--- config.mk ---
export PLATFORM = sky130hd
export DESIGN_NAME = ddr2_init_seq
export DESIGN_NICKNAME = d
export VERILOG_FILES = /design/src/rtl/ddr2_init_pkg.sv /design/src/rtl/ddr2_bank_offset.sv /design/src/rtl/ddr2_wait_timer.sv /design/src/rtl/ddr2_init_seq.sv
export SDC_FILE = /design/constraint.sdc
export NUM_CORES = 1
export LEC_CHECK = 0
export ABC_CLOCK_PERIOD_IN_PS = 6600
export BUFFER_PORTS_ARGS = -buffer_cell sky130_fd_sc_hd__buf_2
export CORE_MARGIN = 5
export CORE_UTILIZATION = 35
export CTS_CLUSTER_SIZE = 8
export DETAILED_ROUTE_END_ITERATION = 8
export GPL_TIMING_DRIVEN = 1
export MAX_ROUTING_LAYER = met4
export PLACE_DENSITY = 0.69
export SYNTH_ARGS = -nofsm -noshare
export SYNTH_HDL_FRONTEND = slang
export SYNTH_SLANG_ARGS = --single-unit
--- constraint.sdc ---
create_clock -name clk -period 6.6 [get_ports clk]
set_input_delay 0.66 -clock clk [delete_from_list [all_inputs] [get_ports clk]]
set_output_delay 0.66 -clock clk [all_outputs]
set_load 0.03 [all_outputs]
--- src/rtl/ddr2_init_pkg.sv ---
package ddr2_init_pkg;

  typedef enum logic [2:0] {
    CMD_NORMAL        = 3'd0,
    CMD_NOP           = 3'd1,
    CMD_PRECHARGE_ALL = 3'd2,
    CMD_MODE_SET      = 3'd3,
    CMD_REFRESH       = 3'd4,
    CMD_EXT_MODE_SET  = 3'd5,
    CMD_DUMMY_WRITE   = 3'd6
  } cmd_e;

  typedef enum logic [1:0] {
    ACT_CMD,
    ACT_WAIT,
    ACT_LOAD
  } act_e;

  typedef struct packed {
    act_e       act;
    cmd_e       code;
    logic [1:0] bank_sel;
    logic       dll_rst;
    logic       ocd_dflt;
  } step_t;

  localparam int STEP_W    = 5;
  localparam int LAST_STEP = 16;

  // Script: one entry per step, executed in index order.
  function automatic step_t step_lookup(input logic [STEP_W-1:0] idx);
    step_t s;
    s = '{act: ACT_CMD, code: CMD_NOP, bank_sel: 2'd0, dll_rst: 1'b0, ocd_dflt: 1'b0};
    case (idx)
      5'd0:  s.code = CMD_NOP;
      5'd1:  s.act  = ACT_WAIT;
      5'd2:  s.code = CMD_NOP;
      5'd3:  s.code = CMD_PRECHARGE_ALL;
      5'd4:  begin s.code = CMD_EXT_MODE_SET; s.bank_sel = 2'd2; end
      5'd5:  begin s.code = CMD_EXT_MODE_SET; s.bank_sel = 2'd3; end
      5'd6:  begin s.code = CMD_EXT_MODE_SET; s.bank_sel = 2'd1; end
      5'd7:  begin s.code = CMD_MODE_SET;      s.dll_rst = 1'b1; end
      5'd8:  begin s.code = CMD_PRECHARGE_ALL; s.dll_rst = 1'b1; end
      5'd9:  begin s.code = CMD_REFRESH;       s.dll_rst = 1'b1; end
      5'd10: begin s.code = CMD_REFRESH;       s.dll_rst = 1'b1; end
      5'd11: s.code = CMD_MODE_SET;
      5'd12: begin s.code = CMD_EXT_MODE_SET; s.bank_sel = 2'd1; s.ocd_dflt = 1'b1; end
      5'd13: begin s.code = CMD_EXT_MODE_SET; s.bank_sel = 2'd1; end
      5'd14: s.code = CMD_NORMAL;
      5'd15: s.code = CMD_DUMMY_WRITE;
      default: s.act = ACT_LOAD;
    endcase
    return s;
  endfunction

endpackage

--- src/rtl/ddr2_bank_offset.sv ---
module ddr2_bank_offset #(
  parameter int COL_W              = 2,
  parameter int ROW_W              = 2,
  parameter int VER_W              = 16,
  parameter int OFF_W              = 5,
  parameter int INTERLEAVE_MIN_VER = 16'h0140
) (
  input  logic [COL_W-1:0] col_bits,
  input  logic [ROW_W-1:0] row_bits,
  input  logic             interleave,
  input  logic             wide_bus,
  input  logic [VER_W-1:0] version,
  output logic [OFF_W-1:0] bank_off
);

  localparam logic [OFF_W-1:0] COL_BASE = OFF_W'(9);
  localparam logic [OFF_W-1:0] ROW_BASE = OFF_W'(11);
  localparam logic [VER_W-1:0] MIN_VER  = VER_W'(INTERLEAVE_MIN_VER);

  logic             seq_decode;
  logic [OFF_W-1:0] row_term;
  logic [OFF_W-1:0] bus_term;

  always_comb begin
    seq_decode = !(interleave && (version >= MIN_VER));
    row_term   = seq_decode ? (OFF_W'(row_bits) + ROW_BASE) : '0;
    bus_term   = wide_bus ? OFF_W'(2) : OFF_W'(1);
    bank_off   = OFF_W'(col_bits) + COL_BASE + row_term + bus_term;
  end

endmodule

--- src/rtl/ddr2_wait_timer.sv ---
module ddr2_wait_timer #(
  parameter int CYCLES = 40000
) (
  input  logic clk,
  input  logic rst_n,
  input  logic run,
  output logic expired
);

  localparam int CNT_W = (CYCLES < 2) ? 1 : $clog2(CYCLES);
  localparam logic [CNT_W-1:0] LAST = CNT_W'(CYCLES - 1);

  logic [CNT_W-1:0] cnt_q, cnt_d;
  logic             cnt_en;

  always_comb begin
    cnt_en  = run || (cnt_q != '0);
    cnt_d   = run ? (cnt_q + 1'b1) : '0;
    expired = run && (cnt_q == LAST);
  end

  always_ff @(posedge clk or negedge rst_n) begin
    if (!rst_n)      cnt_q <= '0;
    else if (cnt_en) cnt_q <= cnt_d;
  end

endmodule

--- src/rtl/ddr2_init_seq.sv ---
module ddr2_init_seq
  import ddr2_init_pkg::*;
#(
  parameter int CLK_FREQ_MHZ       = 200,
  parameter int PWRUP_WAIT_US      = 200,
  parameter int ADDR_W             = 32,
  parameter int RTR_W              = 12,
  parameter int VER_W              = 16,
  parameter int INTERLEAVE_MIN_VER = 16'h0140
) (
  input  logic              clk,
  input  logic              rst_n,
  input  logic              start,
  input  logic [1:0]        cfg_col_bits,
  input  logic [1:0]        cfg_row_bits,
  input  logic              cfg_interleave,
  input  logic              cfg_wide_bus,
  input  logic [VER_W-1:0]  ctrl_version,
  input  logic [RTR_W-1:0]  refresh_rate_in,
  output logic              cmd_valid,
  input  logic              cmd_ready,
  output logic [2:0]        cmd_code,
  output logic [ADDR_W-1:0] cmd_addr,
  output logic              cmd_dll_reset,
  output logic              cmd_ocd_default,
  output logic [RTR_W-1:0]  refresh_rate_q,
  output logic              refresh_load,
  output logic              busy,
  output logic              done
);

  localparam int WAIT_CYCLES = CLK_FREQ_MHZ * PWRUP_WAIT_US;
  localparam int OFF_W       = 5;

  typedef enum logic [1:0] {ST_IDLE, ST_RUN, ST_DONE} state_e;

  // Reset: asserted asynchronously, released on the clock.
  logic [1:0] rst_sync_q;
  logic       rst_int_n;
  always_ff @(posedge clk or negedge rst_n) begin
    if (!rst_n) rst_sync_q <= '0;
    else        rst_sync_q <= {rst_sync_q[0], 1'b1};
  end
  assign rst_int_n = rst_sync_q[1];

  state_e            state_q, state_d;
  logic [STEP_W-1:0] step_q, step_d;
  logic [OFF_W-1:0]  off_q, off_calc;
  logic              off_en, step_en;
  logic              rtr_en;
  step_t             cur;
  logic              running, tmr_run, tmr_expired, advance;

  ddr2_bank_offset #(
    .COL_W(2), .ROW_W(2), .VER_W(VER_W), .OFF_W(OFF_W),
    .INTERLEAVE_MIN_VER(INTERLEAVE_MIN_VER)
  ) u_offset (
    .col_bits  (cfg_col_bits),
    .row_bits  (cfg_row_bits),
    .interleave(cfg_interleave),
    .wide_bus  (cfg_wide_bus),
    .version   (ctrl_version),
    .bank_off  (off_calc)
  );

  ddr2_wait_timer #(.CYCLES(WAIT_CYCLES)) u_timer (
    .clk    (clk),
    .rst_n  (rst_int_n),
    .run    (tmr_run),
    .expired(tmr_expired)
  );

  always_comb begin
    cur          = step_lookup(step_q);
    running      = (state_q == ST_RUN);
    cmd_valid    = running && (cur.act == ACT_CMD);
    tmr_run      = running && (cur.act == ACT_WAIT);
    refresh_load = running && (cur.act == ACT_LOAD);
    advance      = (cmd_valid && cmd_ready) || (tmr_run && tmr_expired);

    state_d = state_q;
    step_d  = step_q;
    off_en  = 1'b0;
    step_en = 1'b0;
    case (state_q)
      ST_IDLE: if (start) begin
        state_d = ST_RUN;
        step_d  = '0;
        step_en = 1'b1;
        off_en  = 1'b1;
      end
      ST_RUN: begin
        if (refresh_load) begin
          state_d = ST_DONE;
        end else if (advance) begin
          step_d  = step_q + 1'b1;
          step_en = 1'b1;
        end
      end
      default: state_d = state_q;
    endcase
    rtr_en = refresh_load;

    cmd_code        = cur.code;
    cmd_addr        = ADDR_W'(cur.bank_sel) << off_q;
    cmd_dll_reset   = cmd_valid && cur.dll_rst;
    cmd_ocd_default = cmd_valid && cur.ocd_dflt;
    busy            = running;
    done            = (state_q == ST_DONE);
  end

  always_ff @(posedge clk or negedge rst_int_n) begin
    if (!rst_int_n) state_q <= ST_IDLE;
    else            state_q <= state_d;
  end

  always_ff @(posedge clk or negedge rst_int_n) begin
    if (!rst_int_n)   step_q <= '0;
    else if (step_en) step_q <= step_d;
  end

  always_ff @(posedge clk or negedge rst_int_n) begin
    if (!rst_int_n)  off_q <= '0;
    else if (off_en) off_q <= off_calc;
  end

  always_ff @(posedge clk or negedge rst_int_n) begin
    if (!rst_int_n)  refresh_rate_q <= '0;
    else if (rtr_en) refresh_rate_q <= refresh_rate_in;
  end

endmodule

==> key figures, run 1 <==
Outcome
  – Outcome: finished clean

Final layout
  – Finished Cell Area: 0.003262 mm^2
  – # nets final: 421
  – Sequential cell area: 0.001051 mm^2
  – Share of cells above drive strength 1: 33.60%
  – # fillers: 722
  – Antenna diodes: 0
  – Multi-input gate area: 0.001479 mm^2
  – Synthesis-to-finish area growth: 22.86%

STA
  – Tcrit/Tclk final: 47.95%
  – Final Skew: 0.003877 ns
  – Min Hold Slack: 0.1414 ns
  – Final count of pins violating max slew: 0
  – Worst slew margin: 36.98%
  – Fin. Hold Viols: 0
  – RSZ-0062 raised after global routing: false
  – Final Setup Violations: 0
  – Min Clock Period, post-route: 3.164 ns
  – Least-Margin Pin Slew: 0.9433 ns
  – Fin Setup TNS: 0 ns
  – Max Freq: 316.0 MHz

Detailed routing
  – Initial DRT Pass Iterations: 4
  – Routed met3 length: 479 um
  – DRT iter0 DRCs: 66
  – Via count: 2253
  – DRT antenna net count: 0
  – Metal2 WL: 2.648 mm
  – Routed metal-1 wirelength: 2.562 mm
  – WL final: 5.817 mm
  – Remaining DRCs: 0
  – Highest Signal Layer: met4
  – DR vias/cell: 4.814
  – Post-DR wirelength/cell: 12.43 um

Critical path
  – Buf/Inv on CP: 2
  – Slowest stage cell, crit path: dfrtp_1
  – Worst path required time: 5.94 ns
  – Max FO, Critical Path: 6
  – Most used cell, CP: nor2_1
  – Delay-heaviest family, CP: simple AND/OR/NAND/NOR gates
  – Worst path max stage delay: 0.44 ns
  – Crit Path Category: flop to output pin
  – Reg-to-reg slack, setup: 3.73 ns
  – Crit end category: output pin
  – WP data arrival: 2.50 ns
  – Critical Path Source Type: flop
  – CP Cell Sequence: inv_1 -> ha_1 -> and2_1 -> o31ai_1 -> nor2_1 -> mux2i_1 -> nand2b_1 -> nor2_1 -> buf_2

Floorplan
  – Chip width: 97.10 um
  – Cell Rows: 31
  – DIE AREA: 0.009427 mm^2
  – Top Ports: 91
  – Die H: 97.10 um
  – Initial cell density of the core: 36.22%
  – Core area: 0.007331 mm^2

Pwr
  – VDD IR-drop max: 172.5 uV
  – Int Power: 0.5922 mW
  – Clock network power share: 20.9%
  – Reg power frac: 39.3%
  – Static Leak: 1.600 nW
  – Pwr/cell area: 299.1 mW/mm^2
  – Switch share: 39.31%
  – Sw power: 0.3836 mW
  – Combinational share of power: 39.8%

Logic synthesis
  – Syn Inst Count: 288
  – Fraction of registers with async set/reset: 100.0%
  – Synth cell types: 52
  – Commonest register cell after synthesis: dfrtp_1
  – Post-synth EDFFs: 0
  – Synth warn: 0
  – Seq/Total Area, Yosys: 39.59%
  – Synth Cell Area: 0.002655 mm^2
  – Post-Syn Nets: 340
  – Syn avg cell area: 9.219 um^2
  – Register bit count reported by yosys: 42

Global routing
  – Total GRT Usage: 12.65%
  – Largest net degree at the start of global routing: 29
  – Global-route wire length before repair: 9.846 mm
  – Initial antenna violation count: 0
  – Vias in the first global route: 2208
  – Overflow after GRT: 0

Place
  – Placer Congestion: 0.8103
  – Area after DPL: 0.003149 mm^2
  – Port buffer count: 84
  – HPWL after DPL: 4.542 mm

Clock tree
  – Skew-Pair Late Insertion Delay: 0.29 ns
  – CTS Hold Bufs: 0
  – Root buffer cell: clkbuf_8
  – Post_cts resized: 0
  – Post-CTS setup buffers: 0
  – CTS max path bufs: 2
  – CTS Buf Count: 5
  – Htree depth: 2
  – Sink Count: 42
  – CTS tree: built
  – Clock Pin Slew Worst Setup and Hold Paths: 0.07 ns

Min path
  – Hold Path Class: input port to async pin

Flow run
  – Maximum Capacitance Violations: 0
## routing by layer
metal	up-vias	track usage, %
met5	-	-
met1	1033	14.19
met3	10	4.020
met2	75	20.81
li1	1135	-
met4	0	5.292
## metrics by stage
step | power [mW] | utilization, % | worst slack (ns) | cells
after floorplan | 0.6808 | - | 3.831 | 288
after global placement | 0.7653 | 42.96 | 3.608 | 461
after detailed placement | 0.7803 | 42.96 | 3.535 | 461
after CTS | 0.9902 | 44.50 | 3.412 | 468
after global routing | 1.045 | 44.50 | 3.155 | 468
final | 0.9758 | 44.50 | 3.436 | 468
## cell usage after synthesis, types with 2 or more instances
| cell | n | area, um^2 |
|---|---|---|
| nor2b_1 | 5 | 31.28 |
| nand3_1 | 12 | 60.06 |
| dfrtp_1 | 42 | 1051 |
| buf_1 | 3 | 11.26 |
| mux2_4 | 4 | 60.06 |
| mux2_2 | 16 | 180.2 |
| xor2_1 | 10 | 87.58 |
| nand3b_1 | 2 | 15.01 |
| and2_1 | 2 | 12.51 |
| a31oi_1 | 2 | 12.51 |
| ha_1 | 12 | 150.1 |
| buf_2 | 4 | 20.02 |
| o31ai_1 | 2 | 15.01 |
| clkbuf_1 | 3 | 11.26 |
| nor3_1 | 8 | 40.04 |
| nor3b_1 | 2 | 15.01 |
| xnor2_1 | 8 | 70.07 |
| nand4_1 | 3 | 18.77 |
| a21oi_1 | 7 | 35.03 |
| and3_1 | 4 | 25.02 |
| fa_1 | 2 | 40.04 |
| nand2b_1 | 8 | 50.05 |
| nor4_1 | 4 | 25.02 |
| o21ai_0 | 3 | 15.01 |
| inv_1 | 16 | 60.06 |
| buf_6 | 2 | 22.52 |
| nand2_1 | 14 | 52.55 |
| mux2i_1 | 2 | 20.02 |
| or3_1 | 2 | 12.51 |
| or2_2 | 5 | 31.28 |
| nor2_1 | 58 | 217.7 |
## cell usage in the layout, fill, tap and decap left out, types with 6 or more instances in the layout
cell type,Yosys,routed
nor3_1,8,8
a21oi_1,7,7
nand2b_1,8,8
buf_2,4,84
nand3_1,12,12
nor2_1,58,58
xor2_1,10,10
mux2_2,16,16
inv_1,16,16
xnor2_1,8,8
ha_1,12,12
clkbuf_8,0,6
dfrtp_1,42,42
nand2_1,14,14
## area by class of cell
type | instances | share of cell area (%)
Multi-Input combinational cell | 218 | 45.34
Sequential cell | 42 | 32.22
Timing Repair Buffer | 86 | 13.35
Tap cell | 99 | 3.797
Clock buffer | 6 | 2.532
Inverter | 16 | 1.841
Clock inverter | 1 | 0.9206
## worst reg2reg max path: cells and delay by family (launching register included)
kind | cells | cell delay (ns)
buf+inv | 1 | 0.11
compound gates | 1 | 0.09
simple gates | 3 | 1.49
fa+ha+maj | 1 | 0.32
mux | 1 | 0.35
flops | 1 | 0.41
## path summary, 6_finish.rpt
| kind | start | endpoint | depth (start not counted) |
|---|---|---|---|
| setup reg to reg | step_q[1] | step_q[2] | 7 |
| hold / removal | rst_n | rst_sync_q[0] | 1 |
| setup / recovery | step_q[0] | cmd_addr[14] | 9 |
| min in group clk | rst_sync_q[0] | rst_sync_q[1] | 0 |
| max in group asynchronous | rst_sync_q[1] | u_timer.cnt_q[5] | 1 |
| hold reg to reg | rst_sync_q[1] | refresh_rate_q[0] | 0 |
## sequential cells by signal, summed over array words and instances (netlist names)
register,flops
refresh_rate_q,12
rst_sync_q,2
u_timer.cnt_q,16
step_q,5
off_q,5
state_q,2
## power by group through the flow
stage                     sequential (mW)  clock (mW)  combinational [mW]
after global routing                0.396       0.223               0.426
after detailed placement            0.388           0               0.392
after global placement              0.384           0               0.381
final                               0.383       0.204               0.388
after floorplan                     0.441           0               0.240
after CTS                           0.385       0.213               0.393
## cells by family after synthesis
| family | count (synthesis) | share of synthesized area, % |
|---|---|---|
| buf+inv | 28 | 4.713 |
| other cells | 1 | 0.1412 |
| xor+xnor | 18 | 5.938 |
| flops | 42 | 39.59 |
| simple gates | 137 | 26.06 |
| fa+ha+maj | 14 | 7.163 |
| mux | 22 | 9.802 |
| compound gates | 26 | 6.598 |
Note: power is estimated with default switching activity, not from simulation.
==> run 2: changes to the inputs <==
Settings changed: ABC_CLOCK_PERIOD_IN_PS 6600 to 3250.
Clock period 6.6 ns to 3.25 ns, I/O delays scaled along.
==> run 2 against run 1 <==
  * Critical endpoint is now refresh_load
  * Total power rose by 110%
  * Largest power group unchanged
  * Sequential share of layout area shrank 0.41 points
  * Hold slack improved by 0.070 ns
  * Final area grew 1.3%
  * Wire length is 1.9% higher
  * Flip-flop and latch count is the same
  * Die area unchanged
  * Via count decreased by 0.36%
  * Clock-buffer cell count unchanged
  * Critical path depth down 2
  * Combinational power is 100% higher
  * First-iteration DRC count down 7.6%
==> key figures, run 2 (synthesized netlist as in run 1, its figures left out) <==
Clock tree
  – CTS tree: built
  – Htree depth: 2 (unchanged)
  – CTS Buf Count: 5 (unchanged)
  – Post-CTS setup buffers: 0 (unchanged)
  – Post_cts resized: 0 (unchanged)
  – CTS Hold Bufs: 1 (+1)
  – CTS max path bufs: 2 (unchanged)
  – Root buffer cell: clkbuf_8
  – Skew-Pair Late Insertion Delay: 0.29 ns (about the same)
  – Clock Pin Slew Worst Setup and Hold Paths: 0.08 ns (about the same)
  – Sink Count: 42 (unchanged)

Global routing
  – Overflow after GRT: 0 (unchanged)
  – Initial antenna violation count: 1 (+1)
  – Largest net degree at the start of global routing: 29 (unchanged)
  – Vias in the first global route: 2264 (+2.5%)
  – Total GRT Usage: 12.87% (+0.23 points)
  – Global-route wire length before repair: 10.09 mm (+2.4%)

Detailed routing
  – WL final: 5.930 mm (+1.9%)
  – Initial DRT Pass Iterations: 4 (unchanged)
  – DR vias/cell: 4.766 (-0.99%)
  – DRT antenna net count: 0 (unchanged)
  – Post-DR wirelength/cell: 12.59 um (+1.3%)
  – Remaining DRCs: 0 (unchanged)
  – Via count: 2245 (-0.36%)
  – DRT iter0 DRCs: 61 (-7.6%)

Pwr
  – Reg power frac: 37.7% (-1.6 points)
  – VDD IR-drop max: 449.6 uV (+160%)
  – Pwr/cell area: 626.0 mW/mm^2 (+110%)
  – Clock network power share: 24.3% (+3.4 points)
  – Int Power: 1.285 mW (+120%)
  – Sw power: 0.7836 mW (+100%)
  – Switch share: 37.88% (-1.4 points)
  – Static Leak: 1.618 nW (+1.1%)
  – Combinational share of power: 38.0% (-1.8 points)

Final layout
  – Most frequent cells in the layout: buf_2 (84), nor2_1 (58), dfrtp_1 (42)
  – Largest regs: u_timer.cnt_q x16, refresh_rate_q x12
  – Largest register FFs: 16 (unchanged)
  – Share of cells above drive strength 1: 33.69% (+0.088 points)
  – # nets final: 422 (+0.24%)
  – Fin cells: 471 (+0.64%)
  – Synthesis-to-finish area growth: 24.46%
  – Most common cell after layout, fill and taps aside: buf_2
  – Biggest register: u_timer.cnt_q

Place
  – Placer Congestion: 0.8378 (+3.4%)
  – DP Worst Slack: 0.4033 ns (-3.132 ns)
  – HPWL after DPL: 4.640 mm (+2.2%)
  – Port buffer count: 84 (unchanged)
  – DP Cell Count: 461 (unchanged)

STA
  – Min Hold Slack: 0.2110 ns (+0.06955 ns)
  – RSZ-0062 raised after global routing: false
  – PnR worst setup slack: 0.3589 ns (-3.077 ns)
  – Min Clock Period, post-route: 2.891 ns
  – Final count of pins violating max slew: 0 (unchanged)
  – Final Skew: 0.005414 ns (+0.001538 ns)
  – Final Setup Violations: 0 (unchanged)
  – Fin. Hold Viols: 0 (unchanged)
  – Max Freq: 345.9 MHz
  – Tcrit/Tclk final: 88.96%
  – Fin Setup TNS: 0 ns (unchanged)
  – Worst slew margin: 37.93% (+0.95 points)
  – Least-Margin Pin Slew: 0.9291 ns (-0.01422 ns)

Floorplan
  – Cell Rows: 31 (unchanged)
  – Initial cell density of the core: 36.22% (unchanged)
  – Chip width: 97.10 um (unchanged)
  – Core area: 0.007331 mm^2 (unchanged)
  – Top Ports: 91 (unchanged)
  – Die H: 97.10 um (unchanged)
  – DIE AREA: 0.009427 mm^2 (unchanged)

Critical path
  – Max FO, Critical Path: 15 (+9)
  – Critical Path Source Type: flop
  – Worst path required time: 2.92 ns (-3.02 ns)
  – WP data arrival: 2.57 ns (+0.07 ns)
  – Crit end category: output pin
  – Crit Path Category: flop to output pin

Outcome
  – Outcome: finished clean

Min path
  – Hold Path Class: flop to async pin

Flow run
  – Maximum Capacitance Violations: 0 (unchanged)
[run 2: area by class of cell]
type | instances | area (um^2)
fill | 709 | 4026
multi-input combinational | 218 | 1479
sequential | 42 | 1051
timing repair buffer | 87 | 445.4
tap | 99 | 123.9
clock buffer | 6 | 82.58
clock inverter | 2 | 60.06
inverter | 16 | 60.06
antenna | 1 | 2.502
[run 2: worst paths after layout]
path | cells past startpoint | end | start | slack [ns]
setup reg to reg | 7 | step_q[2] | step_q[1] | 0.40
hold reg to reg | 0 | refresh_rate_q[1] | rst_sync_q[1] | 0.21
hold / removal | 0 | refresh_rate_q[1] | rst_sync_q[1] | 0.21
setup / recovery | 7 | refresh_load | step_q[0] | 0.36
min in group clk | 2 | refresh_rate_q[8] | refresh_rate_in[8] | 0.26
max in group asynchronous | 1 | step_q[1] | rst_sync_q[1] | 2.29
[run 2: per-layer routing]
| metal | vias to the layer above | GRT usage [%] | wire [um] |
|---|---|---|---|
| met3 | 11 | 3.302 | 419 |
| met2 | 72 | 20.54 | 2702 |
| met4 | 0 | 5.292 | 126 |
| met1 | 1020 | 15.52 | 2682 |
| met5 | - | - | 0 |
| li1 | 1142 | - | - |
[run 2: critical path, stage by stage, from the launching register on]
cell,delay [ns]
dfrtp_1,0.44
ha_1,0.33
or3_1,0.42
a21oi_1,0.24
o211ai_2,0.16
nor3_2,0.17
buf_4,0.27
buf_2,0.24
[run 2: power by group through the flow]
stage / sequential (mW) / clock, mW / combinational (mW)
after global placement: 0.781 / 0 / 0.773
after floorplan: 0.895 / 0 / 0.487
after global routing: 0.807 / 0.540 / 0.859
after detailed placement: 0.790 / 0 / 0.793
final: 0.780 / 0.503 / 0.786
after CTS: 0.782 / 0.515 / 0.795
[run 2: stage by stage]
step                      cell area, um^2  total power, mW  util [%]
final                                3304            2.069     45.08
after global routing                 3304            2.206     45.08
after CTS                            3302            2.092     45.04
after detailed placement             3149            1.583     42.96
after global placement               3149            1.555     42.96
after floorplan                      2655            1.383         -
==> run 3: changes to the inputs <==
Settings changed: ABC_CLOCK_PERIOD_IN_PS 3250 to 3000.
Clock period 3.25 ns to 3 ns, I/O delays scaled along.
==> run 3 against run 2 <==
  * Cell count grew 0.85%
  * Flip-flop and latch count unchanged
  * Wire length shrank 0.89%
  * Global-route usage fell by 0.068 points
  * Clock skew down 0.0026 ns
  * Via count is 2.0% higher
  * Critical path depth unchanged
  * Final area up 0.19%
  * First-iteration DRC count increased by 4.9%
  * Hold slack better by 0.022 ns
  * Die area unchanged
  * Sequential share of layout area down 0.060 points
==> key figures, run 3 (synthesized netlist as in run 1, its figures left out) <==
STA
  – Worst slew margin: 34.00% (-3.9 points)
  – Min Clock Period, post-route: 2.828 ns
  – Final count of pins violating max slew: 0 (unchanged)
  – Fin. Hold Viols: 0 (unchanged)
  – RSZ-0062 raised after global routing: false
  – Max Freq: 353.6 MHz
  – Final Setup Violations: 0 (unchanged)
  – Fin Setup TNS: 0 ns (unchanged)
  – Final Skew: 0.002815 ns (-0.002599 ns)
  – Tcrit/Tclk final: 94.28%
  – Least-Margin Pin Slew: 0.9878 ns (+0.05874 ns)

Place
  – DP Cell Count: 465 (+0.87%)
  – Placer Congestion: 0.8441 (+0.75%)
  – Port buffer count: 84 (unchanged)
  – HPWL after DPL: 4.618 mm (-0.48%)

Floorplan
  – Chip width: 97.10 um (unchanged)
  – Die H: 97.10 um (unchanged)
  – Top Ports: 91 (unchanged)
  – Core area: 0.007331 mm^2 (unchanged)
  – Cell Rows: 31 (unchanged)
  – Initial cell density of the core: 36.22% (unchanged)
  – DIE AREA: 0.009427 mm^2 (unchanged)

Critical path
  – Reg-to-reg slack, setup: 0.17 ns (-0.23 ns)
  – Crit Path Category: flop to flop
  – Crit end category: flop
  – Worst path max stage delay: 0.65 ns (+0.21 ns)
  – Reg2reg end: step_q[0]
  – Max FO, Critical Path: 8 (-7)
  – WP data arrival: 3.01 ns (+0.44 ns)
  – Slowest stage cell, crit path: or4_1
  – Worst path required time: 3.18 ns (+0.26 ns)
  – Register-to-Register Path Depth: 7 (unchanged)
  – CP Cell Sequence: inv_1 -> ha_1 -> or4b_4 -> nor4_2 -> a311oi_1 -> or4_1 -> mux2_4
  – Critical Path Source Type: flop
  – Reg2reg start: step_q[1]

Min path
  – Hold Path Stages: 2
  – Hold Path Class: input port to flop
  – Hold_sp: refresh_rate_in[3]
  – Hold EP: refresh_rate_q[3]

Final layout
  – Largest register FFs: 16 (unchanged)
  – # nets final: 426 (+0.95%)
  – Most frequent cells in the layout: buf_2 (84), nor2_1 (58), dfrtp_1 (42)
  – Largest regs: u_timer.cnt_q x16, refresh_rate_q x12
  – Most common cell after layout, fill and taps aside: buf_2
  – Synthesis-to-finish area growth: 24.69%
  – Biggest register: u_timer.cnt_q
  – Share of cells above drive strength 1: 34.40% (+0.71 points)
  – Post-route core utilization: 45.16% (+0.085 points)
  – Fin cells: 475 (+0.85%)

Detailed routing
  – WL final: 5.877 mm (-0.89%)
  – DRT antenna net count: 0 (unchanged)
  – Routed met3 length: 473 um (+13%)
  – Metal2 WL: 2.698 mm (-0.15%)
  – Via count: 2290 (+2.0%)
  – DR vias/cell: 4.821 (+1.1%)
  – Highest Signal Layer: met4
  – Initial DRT Pass Iterations: 4 (unchanged)
  – DRT iter0 DRCs: 64 (+4.9%)
  – Routed metal-1 wirelength: 2.607 mm (-2.8%)
  – Post-DR wirelength/cell: 12.37 um (-1.7%)
  – Remaining DRCs: 0 (unchanged)

Clock tree
  – CTS max path bufs: 2 (unchanged)
  – Sink Count: 42 (unchanged)
  – Skew-Pair Late Insertion Delay: 0.29 ns (about the same)
  – Htree depth: 2 (unchanged)
  – CTS Buf Count: 5 (unchanged)
  – Root buffer cell: clkbuf_8
  – Clock Pin Slew Worst Setup and Hold Paths: 0.08 ns (about the same)
  – CTS tree: built

Global routing
  – Largest net degree at the start of global routing: 21 (-28%)
  – Initial antenna violation count: 1 (unchanged)
  – Overflow after GRT: 0 (unchanged)
  – Total GRT Usage: 12.81% (-0.068 points)
  – Vias in the first global route: 2186 (-3.4%)
  – Global-route wire length before repair: 9.832 mm (-2.5%)

Outcome
  – Outcome: finished clean

Flow run
  – Maximum Capacitance Violations: 0 (unchanged)

Pwr
  – Static Leak: 1.612 nW (-0.40%)
  – VDD IR-drop max: 490.3 uV (+9.1%)
  – Tot Pwr: 2.140 mW (+3.5%)
  – Pwr/cell area: 646.4 mW/mm^2 (+3.3%)
## run 3: final cells by class
cell class | instances | area [um^2]
fillers | 725 | 4020
multi-input cells | 218 | 1488
clock buffers | 7 | 76.32
inverters | 16 | 60.06
repair buffers | 91 | 479.2
well taps | 99 | 123.9
clock inverters | 1 | 30.03
diodes | 1 | 2.502
flip-flops and latches | 42 | 1051
## run 3: stage by stage
stage	hold slack (ns)	instance area [um^2]	setup slack, ns
after floorplan	0.004409	2655	0.4335
after global placement	0.08748	3179	0.2640
after detailed placement	0.08762	3179	0.1818
after CTS	0.2121	3296	0.1494
after global routing	0.2259	3311	0.03894
final	0.2334	3311	0.1717
## run 3: what timing repair did
item / in CTS / in global routing
gates resized for setup: 0 / 3
hold buffers: 1 / 0
setup buffers: 0 / 0
setup endpoints to repair: 0 / 4
endpoints found under the hold margin: 2 / 0
## run 3: worst max-delay path: cells and delay by family, from the launching register on
kind            cells  cell delay, ns
simple gates        3            1.47
mux                 1            0.35
flops               1            0.41
fa+ha+maj           1            0.30
compound gates      1            0.07
buf+inv             1            0.11
## run 3: how the worst max path moves through the flow
stage,from,endpoint,slack (ns),cells past startpoint
3_3_place_gp,step_q[1],step_q[0],0.26,7
4_1_cts,step_q[0],refresh_load,0.15,7
6_report,step_q[1],step_q[0],0.17,7
3_5_place_dp,step_q[1],step_q[0],0.18,7
5_1_grt,step_q[1],refresh_load,0.04,8
2_1_floorplan,step_q[1],step_q[0],0.43,8
## run 3: report_power, final
group / switching, mW / internal, mW / total (mW)
combinational: 0.521 / 0.335 / 0.856
sequential: 0.139 / 0.707 / 0.846
clock: 0.189 / 0.249 / 0.439
total: 0.849 / 1.29 / 2.14
## run 3: per-layer routing
| metal | vias up | GRT usage, % |
|---|---|---|
| li1 | 1150 | - |
| met1 | 1061 | 14.87 |
| met2 | 74 | 20.49 |
| met3 | 5 | 4.020 |
| met4 | 0 | 5.400 |
| met5 | - | - |
